### config.mk
export PLATFORM = sky130hd
export DESIGN_NAME = margin_div_loader
export DESIGN_NICKNAME = d
export VERILOG_FILES = /design/src/rtl/margin_div_loader.sv
export SDC_FILE = /design/constraint.sdc
export NUM_CORES = 1
export LEC_CHECK = 0
export BUFFER_PORTS_ARGS = -buffer_cell sky130_fd_sc_hd__buf_2
export CAP_MARGIN = 40
export CORE_ASPECT_RATIO = 1.75
export CORE_MARGIN = 3
export CORE_UTILIZATION = 52
export DETAILED_ROUTE_END_ITERATION = 12
export PLACE_DENSITY = 0.83
export SYNTH_ARGS = -nofsm -noshare
export SYNTH_HDL_FRONTEND = slang
export SYNTH_SLANG_ARGS = --single-unit
### constraint.sdc
create_clock -name clk -period 2.85 [get_ports clk]
set_clock_uncertainty 0.1 [all_clocks]
set_input_delay 0.4275 -clock clk [delete_from_list [all_inputs] [get_ports clk]]
set_output_delay 0.4275 -clock clk [all_outputs]
set_load 0.005 [all_outputs]
### src/rtl/margin_div_loader.sv
module margin_div_loader #(
  parameter int DW      = 6,
  parameter int NOMINAL = 50,
  parameter int REF_MHZ = 12,
  parameter int OUT_DIV = 6,
  parameter int VCO_MIN = 540,
  parameter int VCO_MAX = 680,
  parameter int VW      = $clog2((2**DW - 1) * REF_MHZ + 1),
  parameter int OW      = $clog2((2**DW - 1) * (REF_MHZ / OUT_DIV) + 1)
) (
  input  logic          clk,
  input  logic          rst_n,
  input  logic          ser_clk,
  input  logic          ser_dat,
  input  logic          ser_ld,
  input  logic          margin_en,
  output logic [DW-1:0] div_word,
  output logic          div_ok,
  output logic [VW-1:0] vco_mhz,
  output logic [OW-1:0] out_mhz
);
  localparam int STEP = REF_MHZ / OUT_DIV;
  localparam logic [DW-1:0] NOM_W = DW'(NOMINAL);

  logic [3:0] meta_q, sync_q;
  logic       sclk_d, ld_d;
  logic [DW-1:0] shreg, prog;

  wire sclk_s = sync_q[0];
  wire dat_s  = sync_q[1];
  wire ld_s   = sync_q[2];
  wire mode_s = sync_q[3];
  wire sclk_rise = sclk_s & ~sclk_d;
  wire ld_fall   = ~ld_s & ld_d;

  always_ff @(posedge clk or negedge rst_n) begin
    if (!rst_n) begin
      meta_q <= '0;
      sync_q <= '0;
      sclk_d <= 1'b0;
      ld_d   <= 1'b0;
    end else begin
      meta_q <= {margin_en, ser_ld, ser_dat, ser_clk};
      sync_q <= meta_q;
      sclk_d <= sclk_s;
      ld_d   <= ld_s;
    end
  end

  always_ff @(posedge clk or negedge rst_n) begin
    if (!rst_n)                shreg <= '0;
    else if (ld_s && sclk_rise) shreg <= {shreg[DW-2:0], dat_s};
  end

  always_ff @(posedge clk or negedge rst_n) begin
    if (!rst_n)       prog <= NOM_W;
    else if (ld_fall) prog <= shreg;
  end

  assign div_word = mode_s ? prog : NOM_W;
  assign vco_mhz  = VW'(div_word * REF_MHZ);
  assign out_mhz  = OW'(div_word * STEP);
  assign div_ok   = (vco_mhz >= VW'(VCO_MIN)) && (vco_mhz <= VW'(VCO_MAX));

  assert_commit_R2: assert property (@(posedge clk) disable iff (!rst_n)
    ld_fall |=> (prog == $past(shreg)));

  assert_idle_hold_R3: assert property (@(posedge clk) disable iff (!rst_n)
    !ld_s |=> $stable(shreg));

  assert_leave_nominal_R5: assert property (@(posedge clk) disable iff (!rst_n)
    $fell(mode_s) |-> (div_word == NOM_W));

  assert_out_ratio_R8: assert property (@(posedge clk) disable iff (!rst_n)
    (32'(out_mhz) * OUT_DIV) == 32'(vco_mhz));

  assert_change_cause_R11: assert property (@(posedge clk) disable iff (!rst_n)
    !$stable(div_word) |-> ($past(ld_fall) || !$stable(mode_s)));
endmodule

==> flow_summary_export.csv <==
group,metric,value,unit
status,outcome,"complete, but fails checks",
status,violations,"setup timing",
clock_tree,cts_made_buffers,3,
cells_and_area,fin_area,1480,sq um
floorplan,die_y,70.7,um
setup_path,required,2.32,ns
clock_tree,path_clk_slew,0.11,ns
cells_and_area,instances_no_fill,165,
yosys,synth_top_family_by_area,"simple AND/OR/NAND/NOR gates",
yosys,netlist_area,1240,sq um
yosys,async_flop_share,1.00,
detailed_routing,drt_iter0_markers,19,
floorplan,die-area,3040,sq um
clock_tree,cts_tree,"built",
clock_tree,h-tree-depth,1,
sta,rsz0062_at_grt,"yes",
floorplan,pin_count,30,
yosys,synthMuxAreaShare,0.109,
power_and_ir_drop,p_clk_frac,0.154,
floorplan,core_area,2170,sq um
power_and_ir_drop,p_sw_frac,0.357,
setup_path,cp_max_fo,5,
sta,setup_slack,-0.0869,ns
yosys,yosys.cell_types.count,38,
yosys,synth_common_cells,"19 x dfrtp_1, 12 x buf_4, 12 x mux2_2, 7 x inv_1, 7 x nand2_1",
setup_path,start_kind,"flip-flop",
power_and_ir_drop,power_switching,0.519,mW
setup_path,cp.arrival,2.41,ns
yosys,ys.flop_type,"dfrtp_1",
global_route,grt_pass1_vias,894,
power_and_ir_drop,seqPwrFrac,0.335,
detailed_routing,vias_per_cell,5.36,
sta,period_share,1.03,
sta,slew_violations,0,
global_route,grt_util_all_layers,0.158,
placement,gp_congestion,0.827,
yosys,synth-compound-area-share,0.111,
clock_tree,cts.path.max_buffers,2,
power_and_ir_drop,p_int,0.936,mW
yosys,syn_avg_cell_area,10.8,sq um
cells_and_area,fillers,159,
yosys,seq_area_frac_synth,0.445,
global_route,grt_overflow,0,
cells_and_area,diodes,0,
yosys,synth_most_common_cell,"dfrtp_1",
setup_path,path_class,"flip-flop to output port",
sta,fmax,0.340,GHz
detailed_routing,wire_per_inst,13.5,um
floorplan,start_util,0.572,
clock_tree,clkLatencyLatePin,0.29,ns
setup_path,rr_startpoint,"sync_q[2]$_DFF_PN0_",
job,drv_cap,0,
sta,layout_min_cycle_time,2.94,ns
placement,dp.cells,155,
yosys,synth_cells,115,
worst_hold_path,hold_start,"ser_ld",
yosys,synth_warnings,0,
yosys,synthAdderAreaFrac,0.0503,
power_and_ir_drop,ir_drop,0.572,mV
yosys,yosysTopAreaCell,"dfrtp_1",
placement,dp_hpwl,1710,um
detailed_routing,drt_wl_total,2230,um
sta,final_hold_viol_count,0,
global_route,grt_max_degree,23,
placement,post_dp_cell_area,1320,sq um
yosys,ys_ff_latch,22,
cells_and_area,area_growth_syn_to_layout,19.2,%
setup_path,end_kind,"output port",
detailed_routing,vias,884,
floorplan,fp.dieW,43.0,um
worst_hold_path,hold_class,"primary input to flip-flop",
setup_path,worstSetupStartpoint,"prog[1]$_DFFE_PN1P_",
power_and_ir_drop,leakage,0.697,nW
clock_tree,clock-sinks,22,
sta,fin_hold_ws,0.129,ns
power_and_ir_drop,pwr-share-comb,0.511,
power_and_ir_drop,power_density,980,nW/um^2
floorplan,rows,22,
detailed_routing,ant_nets,0,
detailed_routing,route.detailed.drc,0,
detailed_routing,drtPass1Iterations,4,
clock_tree,cts-root-buf,"clkbuf_4",
cells_and_area,layout-drive-gt1-share,0.468,
sta,setup_viol,1,
global_route,antenna_found_initial,0,
yosys,yosys.area.top_type_share,0.382,
yosys,synth_xor_area_frac,0.0211,
global_route,grt_pass1_wl,3860,um
placement,numPortBuffers,26,
yosys,yosys.area_share.simple,0.150,
yosys,synth_edf_count,0,
yosys,synthTopCellsByArea,"dfrtp_1 38%, mux2_2 11%, buf_4 7.2%, dfstp_2 6.3%, ha_1 5.0%",
cells_and_area,fin_nets,153,
worst paths after layout:
| kind | to | slack, ns | cells after the start |
|---|---|---|---|
| worst max-delay path | div_ok | -0.09 | 9 |
| worst min-delay path | meta_q[2]$_DFF_PN0_ | 0.13 | 1 |
| worst max register to register | prog[2]$_DFFE_PN0P_ | 1.44 | 2 |
| worst min register to register | sync_q[3]$_DFF_PN0_ | 0.26 | 0 |
| max in group asynchronous | prog[1]$_DFFE_PN1P_ | 1.80 | 2 |
| min in group asynchronous | shreg[2]$_DFFE_PN0P_ | 0.51 | 2 |
metrics by stage:
stage | setup WS [ns] | TNS, ns | util | total power [mW]
global route | -0.200 | -0.220 | 0.682 | 1.56
detailed placement | 0.106 | 0 | 0.608 | 1.14
floorplan | 0.306 | 0 | - | 0.975
CTS | -0.000612 | -0.000612 | 0.680 | 1.44
global placement | 0.162 | 0 | 0.608 | 1.11
finish | -0.0869 | -0.0869 | 0.682 | 1.45
power groups by stage:
| stage | registers, mW | logic, mW | clock network, mW |
|---|---|---|---|
| 5_1_grt | 0.501 | 0.817 | 0.244 |
| 3_5_place_dp | 0.495 | 0.644 | 0 |
| 6_report | 0.487 | 0.744 | 0.224 |
| 3_3_place_gp | 0.489 | 0.620 | 0 |
| 2_1_floorplan | 0.451 | 0.525 | 0 |
| 4_1_cts | 0.486 | 0.725 | 0.232 |
placed cells by master, fill, tap and decap left out, types with 3 or more instances in the layout:
| cell type | synthesis | routed |
|---|---|---|
| a21oi_1 | 4 | 4 |
| buf_2 | 0 | 26 |
| buf_4 | 12 | 8 |
| clkbuf_4 | 1 | 3 |
| conb_1 | 1 | 3 |
| dfrtp_1 | 19 | 18 |
| dfstp_2 | 3 | 3 |
| ha_4 | 0 | 3 |
| inv_1 | 7 | 7 |
| mux2_2 | 12 | 12 |
| nand2_1 | 7 | 7 |
| nand2b_1 | 5 | 4 |
| nand3_1 | 3 | 3 |
| nor2_1 | 6 | 5 |
| xnor2_1 | 3 | 3 |
cell type report:
class / count / area (sq um) / area share
clock buffer: 3 / 22.5 / 0.0152
clock inverter: 1 / 30.0 / 0.0202
inverter: 7 / 26.3 / 0.0177
multi-input combinational: 73 / 619 / 0.417
sequential: 22 / 556 / 0.374
tap: 24 / 30.0 / 0.0202
timing repair buffer: 35 / 200 / 0.135
logic make-up (layout without fill, tap and decap cells):
group	count (synthesis)	count (layout)
XOR/XNOR	3	3
multiplexers	12	12
other	1	3
buffers and inverters	22	46
adder cells (fa/ha/maj)	5	5
flip-flops	22	22
AND/OR/NAND/NOR	33	33
AO/OA/AOI/OAI	17	17
per-layer routing:
metal  share of wire  GRT usage
met1            0.38      0.171
met2            0.57      0.298
met3           0.034     0.0153
met4           0.018     0.0671
met5               0          0
timing repair:
action	in CTS	in global routing
setup endpoints to repair	3	1
endpoints found under the hold margin	19	0
setup buffers	5	0
gates resized for setup	9	1
hold buffers	1	0
pin swaps	4	0
registers in the layout, indices dropped and copies added (netlist names):
signal and count:
prog 6, ld_d 1, sclk_d 1, meta_q 4, shreg 6, sync_q 4
worst max-delay path: stages (launching register included):
cell and delay (ns):
dfstp_2 0.58, xnor2_1 0.12, nand2_1 0.11, ha_4 0.20, nor3b_2 0.16, a21oi_1 0.18, o211ai_1 0.18, a32o_1 0.26
a211oi_2 0.17, buf_2 0.14
No activity file was read; power rests on OpenSTA's default activity.
